<file path="config.mk">
export PLATFORM = sky130hd
export DESIGN_NAME = dual_mode_regslave
export DESIGN_NICKNAME = d
export VERILOG_FILES = /design/src/rtl/dm_pkg.sv /design/src/rtl/dm_pin_sync.sv /design/src/rtl/dm_regfile.sv /design/src/rtl/dm_i2c_engine.sv /design/src/rtl/dm_spi_engine.sv /design/src/rtl/dual_mode_regslave.sv
export SDC_FILE = /design/constraint.sdc
export NUM_CORES = 2
export LEC_CHECK = 0
export ABC_AREA = 1
export BUFFER_PORTS_ARGS = -buffer_cell sky130_fd_sc_hd__buf_2
export CORE_MARGIN = 5
export CORE_UTILIZATION = 40
export CTS_BUF_LIST = sky130_fd_sc_hd__clkbuf_4 sky130_fd_sc_hd__clkbuf_8
export DETAILED_ROUTE_END_ITERATION = 10
export GPL_ROUTABILITY_DRIVEN = 0
export PLACE_DENSITY_LB_ADDON = 0.05
export SLEW_MARGIN = 15
export SYNTH_ARGS = -nofsm -noshare
export SYNTH_HDL_FRONTEND = slang
export SYNTH_SLANG_ARGS = --single-unit
</file>
<file path="constraint.sdc">
create_clock -name clk -period 2.1 [get_ports clk]
set_clock_uncertainty 0.1 [all_clocks]
set_input_delay 0.105 -clock clk [delete_from_list [all_inputs] [get_ports clk]]
set_output_delay 0.105 -clock clk [all_outputs]
set_load 0.01 [all_outputs]
</file>
<file path="src/rtl/dm_pkg.sv">
`timescale 1ns/1ps
package dm_pkg;

  typedef enum logic [3:0] {
    I_IDLE, I_ADDR, I_AACK, I_REG, I_RACK, I_WR, I_WACK, I_RD, I_MACK
  } i2c_st_e;

  // Pin-strapped 7-bit slave address
  function automatic logic [6:0] strap_to_addr(input logic [6:0] base,
                                               input logic [1:0] strap);
    return base + {5'b0, strap};
  endfunction

endpackage

</file>
<file path="src/rtl/dm_pin_sync.sv">
`timescale 1ns/1ps
module dm_pin_sync #(
  parameter int          N    = 1,
  parameter logic [N-1:0] INIT = '1
) (
  input  logic         clk,
  input  logic         rst_n,
  input  logic [N-1:0] pin,
  output logic [N-1:0] lvl,
  output logic [N-1:0] rise,
  output logic [N-1:0] fall
);
  for (genvar g = 0; g < N; g++) begin : g_pin
    logic s1, s2, s3;
    always_ff @(posedge clk or negedge rst_n) begin
      if (!rst_n) begin
        s1 <= INIT[g];
        s2 <= INIT[g];
        s3 <= INIT[g];
      end else begin
        s1 <= pin[g];
        s2 <= s1;
        s3 <= s2;
      end
    end
    assign lvl[g]  = s2;
    assign rise[g] = s2 & ~s3;
    assign fall[g] = ~s2 & s3;
  end
endmodule

</file>
<file path="src/rtl/dm_regfile.sv">
`timescale 1ns/1ps
module dm_regfile #(
  parameter int AW = 7,
  parameter int DW = 8
) (
  input  logic          clk,
  input  logic          rst_n,
  input  logic          we,
  input  logic [AW-1:0] waddr,
  input  logic [DW-1:0] wdata,
  input  logic [AW-1:0] raddr,
  output logic [DW-1:0] rdata
);
  localparam int DEPTH = 1 << AW;
  logic [DW-1:0] mem [DEPTH];

  always_ff @(posedge clk or negedge rst_n) begin
    if (!rst_n) begin
      for (int i = 0; i < DEPTH; i++) mem[i] <= '0;
    end else if (we) begin
      mem[waddr] <= wdata;
    end
  end

  assign rdata = mem[raddr];
endmodule

</file>
<file path="src/rtl/dm_i2c_engine.sv">
`timescale 1ns/1ps
module dm_i2c_engine
  import dm_pkg::*;
#(
  parameter int AW = 7,
  parameter int DW = 8
) (
  input  logic          clk,
  input  logic          rst_n,
  input  logic          en,
  input  logic          scl_lvl,
  input  logic          scl_rise,
  input  logic          scl_fall,
  input  logic          sda_lvl,
  input  logic          sda_rise,
  input  logic          sda_fall,
  input  logic [6:0]    dev_addr,
  input  logic [DW-1:0] rd_data,
  output logic [AW-1:0] rd_addr,
  output logic          we,
  output logic [AW-1:0] waddr,
  output logic [DW-1:0] wdata,
  output logic          sda_low
);
  localparam int CW = $clog2(DW + 1);
  localparam logic [CW-1:0] FULL = CW'(DW);

  i2c_st_e       st;
  logic [CW-1:0] cnt;
  logic [DW-1:0] sh;
  logic [AW-1:0] ptr;
  logic          rw, nack;

  wire start_evt = scl_lvl & sda_fall;
  wire stop_evt  = scl_lvl & sda_rise;
  wire byte_full = (cnt == FULL);
  wire [DW-1:0] byte_nx = {sh[DW-2:0], sda_lvl};

  function automatic logic [AW-1:0] step(input logic [AW-1:0] p);
    return p + AW'(1);
  endfunction

  assign rd_addr = ptr;

  always_ff @(posedge clk or negedge rst_n) begin
    if (!rst_n) begin
      st <= I_IDLE; cnt <= '0; sh <= '0; ptr <= '0; rw <= 1'b0; nack <= 1'b1;
      sda_low <= 1'b0; we <= 1'b0; waddr <= '0; wdata <= '0;
    end else if (!en) begin
      st <= I_IDLE; sda_low <= 1'b0; we <= 1'b0; cnt <= '0;
    end else begin
      we <= 1'b0;
      if (start_evt) begin
        st <= I_ADDR; cnt <= '0; sda_low <= 1'b0;
      end else if (stop_evt) begin
        st <= I_IDLE; sda_low <= 1'b0;
      end else if (scl_rise) begin
        case (st)
          I_ADDR, I_REG, I_WR: begin sh <= byte_nx; cnt <= cnt + CW'(1); end
          I_RD:                cnt <= cnt + CW'(1);
          I_MACK:              nack <= sda_lvl;
          default: ;
        endcase
      end else if (scl_fall) begin
        case (st)
          I_ADDR: if (byte_full) begin
            if (sh[DW-1:1] == dev_addr) begin
              sda_low <= 1'b1; rw <= sh[0]; st <= I_AACK;
            end else begin
              st <= I_IDLE;
            end
          end
          I_REG: if (byte_full) begin
            ptr <= sh[AW-1:0]; sda_low <= 1'b1; st <= I_RACK;
          end
          I_WR: if (byte_full) begin
            we <= 1'b1; waddr <= ptr; wdata <= sh; ptr <= step(ptr);
            sda_low <= 1'b1; st <= I_WACK;
          end
          I_AACK: begin
            cnt <= '0;
            if (rw) begin
              sh <= rd_data; ptr <= step(ptr); sda_low <= ~rd_data[DW-1]; st <= I_RD;
            end else begin
              sda_low <= 1'b0; st <= I_REG;
            end
          end
          I_RACK, I_WACK: begin
            sda_low <= 1'b0; cnt <= '0; st <= I_WR;
          end
          I_RD: begin
            if (byte_full) begin
              sda_low <= 1'b0; st <= I_MACK;
            end else begin
              sh <= {sh[DW-2:0], 1'b0}; sda_low <= ~sh[DW-2];
            end
          end
          I_MACK: begin
            if (nack) begin
              st <= I_IDLE;
            end else begin
              cnt <= '0; sh <= rd_data; ptr <= step(ptr);
              sda_low <= ~rd_data[DW-1]; st <= I_RD;
            end
          end
          default: ;
        endcase
      end
    end
  end
endmodule

</file>
<file path="src/rtl/dm_spi_engine.sv">
`timescale 1ns/1ps
module dm_spi_engine #(
  parameter int AW = 7,
  parameter int DW = 8
) (
  input  logic          clk,
  input  logic          rst_n,
  input  logic          en,
  input  logic          cs_lvl,
  input  logic          cs_rise,
  input  logic          sck_rise,
  input  logic          sck_fall,
  input  logic          si,
  input  logic [DW-1:0] rd_data,
  output logic [AW-1:0] rd_addr,
  output logic          we,
  output logic [AW-1:0] waddr,
  output logic [DW-1:0] wdata,
  output logic          so,
  output logic          so_oe
);
  localparam int CW = $clog2(DW);
  localparam logic [CW-1:0] LAST = CW'(DW - 1);

  logic [CW-1:0] cnt;
  logic [DW-1:0] sh, osh;
  logic [AW-1:0] ptr;
  logic          cmd_phase, rd_mode, pend;

  wire [DW-1:0] byte_nx   = {sh[DW-2:0], si};
  wire          byte_done = sck_rise && (cnt == LAST);

  function automatic logic [AW-1:0] step(input logic [AW-1:0] p);
    return p + AW'(1);
  endfunction

  assign rd_addr = ptr;
  assign so      = osh[DW-1];

  always_ff @(posedge clk or negedge rst_n) begin
    if (!rst_n) begin
      cnt <= '0; sh <= '0; osh <= '0; ptr <= '0;
      cmd_phase <= 1'b1; rd_mode <= 1'b0; pend <= 1'b0;
      so_oe <= 1'b0; we <= 1'b0; waddr <= '0; wdata <= '0;
    end else if (!en || cs_lvl || cs_rise) begin
      cnt <= '0; cmd_phase <= 1'b1; rd_mode <= 1'b0; pend <= 1'b0;
      so_oe <= 1'b0; we <= 1'b0;
    end else begin
      we <= 1'b0;
      if (sck_rise) begin
        sh  <= byte_nx;
        cnt <= cnt + CW'(1);
        if (byte_done) begin
          if (cmd_phase) begin
            cmd_phase <= 1'b0;
            rd_mode   <= byte_nx[DW-1];
            pend      <= byte_nx[DW-1];
            ptr       <= byte_nx[AW-1:0];
          end else if (rd_mode) begin
            pend <= 1'b1;
          end else begin
            we <= 1'b1; waddr <= ptr; wdata <= byte_nx; ptr <= step(ptr);
          end
        end
      end else if (sck_fall && rd_mode) begin
        if (pend) begin
          osh <= rd_data; ptr <= step(ptr); pend <= 1'b0; so_oe <= 1'b1;
        end else begin
          osh <= {osh[DW-2:0], 1'b0};
        end
      end
    end
  end
endmodule

</file>
<file path="src/rtl/dual_mode_regslave.sv">
`timescale 1ns/1ps
module dual_mode_regslave #(
  parameter int         AW        = 7,
  parameter int         DW        = 8,
  parameter logic [6:0] I2C_BASE  = 7'h16
) (
  input  logic          clk,
  input  logic          rst_n,
  input  logic          scl_sck,
  input  logic          sda_si,
  input  logic          cs_n,
  input  logic          strap0_in,
  input  logic          strap1_in,
  output logic          sda_pull_low,
  output logic          so_out,
  output logic          so_oe,
  output logic          spi_active,
  output logic          reg_we,
  output logic [AW-1:0] reg_addr,
  output logic [DW-1:0] reg_wdata
);
  // synchronized pins: [0]=clock pin, [1]=data pin, [2]=chip select
  logic [2:0] p_lvl, p_rise, p_fall;
  dm_pin_sync #(.N(3), .INIT(3'b111)) u_sync (
    .clk(clk), .rst_n(rst_n), .pin({cs_n, sda_si, scl_sck}),
    .lvl(p_lvl), .rise(p_rise), .fall(p_fall));

  wire cs_lvl  = p_lvl[2];
  wire cs_fall = p_fall[2];

  logic       spi_mode;
  logic [1:0] strap_q;
  wire  [6:0] dev_addr = dm_pkg::strap_to_addr(I2C_BASE, strap_q);

  always_ff @(posedge clk or negedge rst_n) begin
    if (!rst_n) begin
      spi_mode <= 1'b0;
      strap_q  <= 2'b00;
    end else begin
      if (cs_fall) spi_mode <= 1'b1;
      if (!spi_mode) strap_q <= {strap1_in, strap0_in};
    end
  end

  logic [AW-1:0] i_raddr, s_raddr, i_waddr, s_waddr, raddr;
  logic [DW-1:0] i_wdata, s_wdata, rdata;
  logic          i_we, s_we;

  dm_i2c_engine #(.AW(AW), .DW(DW)) u_i2c (
    .clk(clk), .rst_n(rst_n), .en(~spi_mode),
    .scl_lvl(p_lvl[0]), .scl_rise(p_rise[0]), .scl_fall(p_fall[0]),
    .sda_lvl(p_lvl[1]), .sda_rise(p_rise[1]), .sda_fall(p_fall[1]),
    .dev_addr(dev_addr), .rd_data(rdata), .rd_addr(i_raddr),
    .we(i_we), .waddr(i_waddr), .wdata(i_wdata), .sda_low(sda_pull_low));

  dm_spi_engine #(.AW(AW), .DW(DW)) u_spi (
    .clk(clk), .rst_n(rst_n), .en(spi_mode),
    .cs_lvl(cs_lvl), .cs_rise(p_rise[2]),
    .sck_rise(p_rise[0]), .sck_fall(p_fall[0]), .si(p_lvl[1]),
    .rd_data(rdata), .rd_addr(s_raddr),
    .we(s_we), .waddr(s_waddr), .wdata(s_wdata),
    .so(so_out), .so_oe(so_oe));

  assign raddr     = spi_mode ? s_raddr : i_raddr;
  assign reg_we    = spi_mode ? s_we    : i_we;
  assign reg_addr  = spi_mode ? s_waddr : i_waddr;
  assign reg_wdata = spi_mode ? s_wdata : i_wdata;
  assign spi_active = spi_mode;

  dm_regfile #(.AW(AW), .DW(DW)) u_rf (
    .clk(clk), .rst_n(rst_n), .we(reg_we), .waddr(reg_addr),
    .wdata(reg_wdata), .raddr(raddr), .rdata(rdata));
endmodule

</file>
==> reports/summary.md <==
Of the synthesized area, sequential elements account for 52.24%. After layout, the worst path uses 131.7% of the clock period. The hold violation count in the final report was 0. The tools report the post-synthesis cell count as 6570.

Row generation in the floorplan step produced 134 rows. The final layout contains routed wiring with a total length of 196200 µm. The flow ran to the end, but the final reports show violations.

TritonCTS built the clock tree. The run gives 0 as the residual antenna-violating net count after detailed routing. Once the floorplan was initialized, standard cells occupied 40.27% of the core. For this run, the post-layout net count is 6917. The number of global-route vias before repair came out at 45350.

Dividing total power by cell area gives a power density of 672.0 nW/µm². The average wire per cell in the routed design was 22.21 µm; the total routing resource utilization after global routing was 26.99%. In the routed layout, each cell is associated on average with a via count of 5.310.

In the synthesized netlist the async set-or-reset flop fraction comes to 100.0%. For the number of fill cells in the layout, the log shows 12770. Adding up every negative setup slack in the final design gives -358660 ps. In this run, CTS created clock tree buffers numbering 200. For the pin with the worst max-slew slack, the measured transition is 639.2 ps. The count of flip-flops with a built-in enable after synthesis was 0. The tightest min-delay check is of the in2async type.

During synthesis, Yosys emitted a total of 0 warnings. The die is 376.8 µm wide. The tools report the H-tree level count as 4. The core box area was 133600 µm². The logs give 2 for the initial antenna violation count and 46910 for the total number of vias. In this run the worst path has a maximum fanout of 11.

Setup violations remaining at the end of the flow were counted as 1082. The cell type with the largest total area after synthesis was sky130_fd_sc_hd__dfrtp_1. The final reports fail on setup timing.

The clock transition at the registers of the reported paths was 60 ps; the cell area after technology mapping was 53820 µm². The sequential cells in the finished layout cover a total of 28120 µm². Area share of the leading cell type in the synthesized netlist: 51.71%. In this run the count of I/O pins placed on the die edge is 27. For the violation count after the first detailed-routing iteration, the log shows 4077. Most common cell after layout, fill and taps aside: sky130_fd_sc_hd__nand2_1. Entering global routing, the biggest net connects 76 pins.

Once layout is complete, the utilization of the core stands at 51.04%. The run gives -665.4 ps as the smallest setup slack after layout. The floorplan step defined a die boundary enclosing 142000 µm². The maximum frequency from static timing analysis was 361.6 MHz. The clock latency of the later-clocked register in the worst-skew pair came out at 940 ps.

The worst pin sits at a relative slew slack of 56.93%. The setup slack after placement came out at -940.3 ps. The tools report the largest vdd supply drop as 0.5447 mV. The tightest hold margin came out at 199.8 ps. The clock passes through at most 3 buffers. Across the run, the number of max-cap violations was 0. The count of different cell masters after synthesis is 48, and the number of buffers inserted by port buffering is 26.

STA classifies the critical path startpoint as a flip-flop. For this run, the leading register cell type out of synthesis is sky130_fd_sc_hd__dfrtp_1. The number of design rule violations left after detail routing was 0. The tree is rooted in a sky130_fd_sc_hd__clkbuf_8. The logs give 0 for the number of pins with negative max-slew slack in the final report and 2800 ps for the required time reported for the critical path endpoint.

The average cell area after synthesis is 8.191 µm², and the CTS sink count is 1123. In the layout the commonest cells are 1746 x sky130_fd_sc_hd__nand2_1, 1110 x sky130_fd_sc_hd__dfrtp_1, 957 x sky130_fd_sc_hd__o21ai_0, 444 x sky130_fd_sc_hd__nand3_1, 440 x sky130_fd_sc_hd__inv_1. The count of non-filler cells in the finished layout was 8834; the post-route minimum period was 2765 ps. Cells with a size suffix above 1 make up 19.95% of the layout.

The nature of the critical path endpoint was a flip-flop. Setup repair after global routing could not meet its margin everywhere. First-pass GRT wire length: 293300 µm. Counting every net in the synthesized netlist gives 6586. The analysis attributes to cell leakage a power of 0.03085 µW. The register bit count reported by yosys is 1123, and the length of the first detailed-routing pass in iterations is 5. Relative to the synthesized area, the layout overhead comes to 26.73%. Detailed placement finished with a half-perimeter wire length of 120000 µm.

By startpoint and endpoint, the worst setup path is classified as reg2reg. By area the synthesized netlist is led by sky130_fd_sc_hd__dfrtp_1 52%, sky130_fd_sc_hd__nand2_1 13%, sky130_fd_sc_hd__o21ai_0 9.9%. For the number of placed instances, taps included, the log shows 8331.

In this run the vertical extent of the chip is 376.8 µm. Global routing finished with a remaining overflow of 0. The multi-input combinational cells in the finished layout cover a total of 23480 µm².

The run gives 3470 ps as the arrival time reported for the critical path endpoint.
## kinds of logic after synthesis
logic type / after synthesis / synth area share (%)
XOR/XNOR: 8 / 0.1302
AO/OA/AOI/OAI: 1552 / 15.74
adder cells (fa/ha/maj): 9 / 0.2093
AND/OR/NAND/NOR: 2925 / 23.76
flip-flops: 1123 / 52.24
multiplexers: 1 / 0.01860
buffers and inverters: 952 / 7.896
## per-stage QoR
step                cell area, µm²  total power (µW)
floorplan                    54000             22580
global placement             59110             23490
global route                 68200             47480
detailed placement           59110             23490
CTS                          66640             46320
finish                       68200             45830
## path summary, 6_finish.rpt
kind | from | endpoint | slack, ps | depth (start not counted)
max reg2reg | spi_active | u_spi.osh[3] | -670 | 15
max | spi_active | u_spi.osh[3] | -670 | 15
min reg2reg | u_sync.g_pin[2].s1 | u_sync.g_pin[2].s2 | 250 | 0
min | rst_n | u_rf.mem[100] | 200 | 4
max in group asynchronous | rst_n | u_rf.mem[859] | 750 | 6
min in group clk | u_sync.g_pin[2].s1 | u_sync.g_pin[2].s2 | 250 | 0
## report_power, final
part / switching, µW / total [µW] / internal, µW
Clock: 9850 / 22600 / 12700
Sequential: 59.6 / 21800 / 21700
Combinational: 1010 / 1470 / 461
Total: 10900 / 45800 / 34900
## critical path: stages (launching register included)
cell,delay [ps]
sky130_fd_sc_hd__dfrtp_2,460
sky130_fd_sc_hd__buf_6,150
sky130_fd_sc_hd__nand2_8,150
sky130_fd_sc_hd__nand2_8,180
sky130_fd_sc_hd__buf_16,210
sky130_fd_sc_hd__clkbuf_16,170
sky130_fd_sc_hd__o211ai_1,270
sky130_fd_sc_hd__nand3_1,180
sky130_fd_sc_hd__nand3_2,160
sky130_fd_sc_hd__nand3_2,120
sky130_fd_sc_hd__nand3_1,130
sky130_fd_sc_hd__nand3_2,110
sky130_fd_sc_hd__nand2_4,80
sky130_fd_sc_hd__nand2_1,50
sky130_fd_sc_hd__nand2_1,60
sky130_fd_sc_hd__nand2_1,50
## timing repair
item,in CTS,in global routing
gates resized for setup,406,240
setup endpoints to repair,1085,1113
hold buffers,13,0
hold endpoints to repair,1128,0
setup buffers,53,24
cloned,33,23
pin swaps,93,114
## area by class of cell
cell class                 count  share of cell area [%]
sequential                  1123                   41.23
clock inverter                29                  0.4256
tap                         1768                   3.243
timing repair buffer         603                   11.92
multi-input combinational   4508                   34.43
clock buffer                 336                   6.092
antenna                        2                0.007338
inverter                     465                   2.651
## routing by layer
layer | vias to the layer above | track usage [%] | share of wire [%]
met3 | 304 | 4.228 | 5.7
li1 | 22280 | - | -
met1 | 22990 | 38.89 | 46
met2 | 1331 | 42.75 | 46
met4 | 0 | 6.976 | 2.4
met5 | - | 0 | 0
## sequential cells by signal (all words and copies together) (netlist names), 7 cells and up
register       cells
u_spi.sh           7
u_i2c.sh           8
u_spi.waddr        7
u_spi.rd_addr      7
u_i2c.wdata        8
u_i2c.waddr        7
u_spi.osh          8
u_spi.wdata        8
u_rf.mem        1024
u_i2c.rd_addr      7
## synthesized netlist by cell type, types with 2 or more instances
cell and count:
sky130_fd_sc_hd__o21ai_4 3, sky130_fd_sc_hd__buf_6 53, sky130_fd_sc_hd__o31ai_1 2, sky130_fd_sc_hd__nand4_1 4, sky130_fd_sc_hd__xor2_1 5, sky130_fd_sc_hd__nor2_1 332, sky130_fd_sc_hd__dfrtp_1 1112, sky130_fd_sc_hd__ha_1 9
sky130_fd_sc_hd__or2_1 7, sky130_fd_sc_hd__o211ai_1 240, sky130_fd_sc_hd__nand2_2 29, sky130_fd_sc_hd__dfstp_2 11, sky130_fd_sc_hd__o21ai_0 1062, sky130_fd_sc_hd__o21ai_1 200, sky130_fd_sc_hd__nand3b_1 5, sky130_fd_sc_hd__or2_2 2
sky130_fd_sc_hd__nor3_4 7, sky130_fd_sc_hd__o22ai_1 5, sky130_fd_sc_hd__nor3b_1 2, sky130_fd_sc_hd__buf_1 25, sky130_fd_sc_hd__nor4_1 2, sky130_fd_sc_hd__o21ai_2 5, sky130_fd_sc_hd__a21oi_1 23, sky130_fd_sc_hd__nand2_1 1834
sky130_fd_sc_hd__a22o_1 3, sky130_fd_sc_hd__inv_1 460, sky130_fd_sc_hd__buf_2 206, sky130_fd_sc_hd__nor2_4 5, sky130_fd_sc_hd__inv_2 4, sky130_fd_sc_hd__nand2_4 78, sky130_fd_sc_hd__xnor2_1 3, sky130_fd_sc_hd__nor2_2 3
sky130_fd_sc_hd__nor3_1 16, sky130_fd_sc_hd__clkbuf_1 199, sky130_fd_sc_hd__buf_4 4, sky130_fd_sc_hd__nand3_1 586, sky130_fd_sc_hd__a22oi_1 2, sky130_fd_sc_hd__nor2_8 12
No activity file was read; power rests on OpenSTA's default activity.
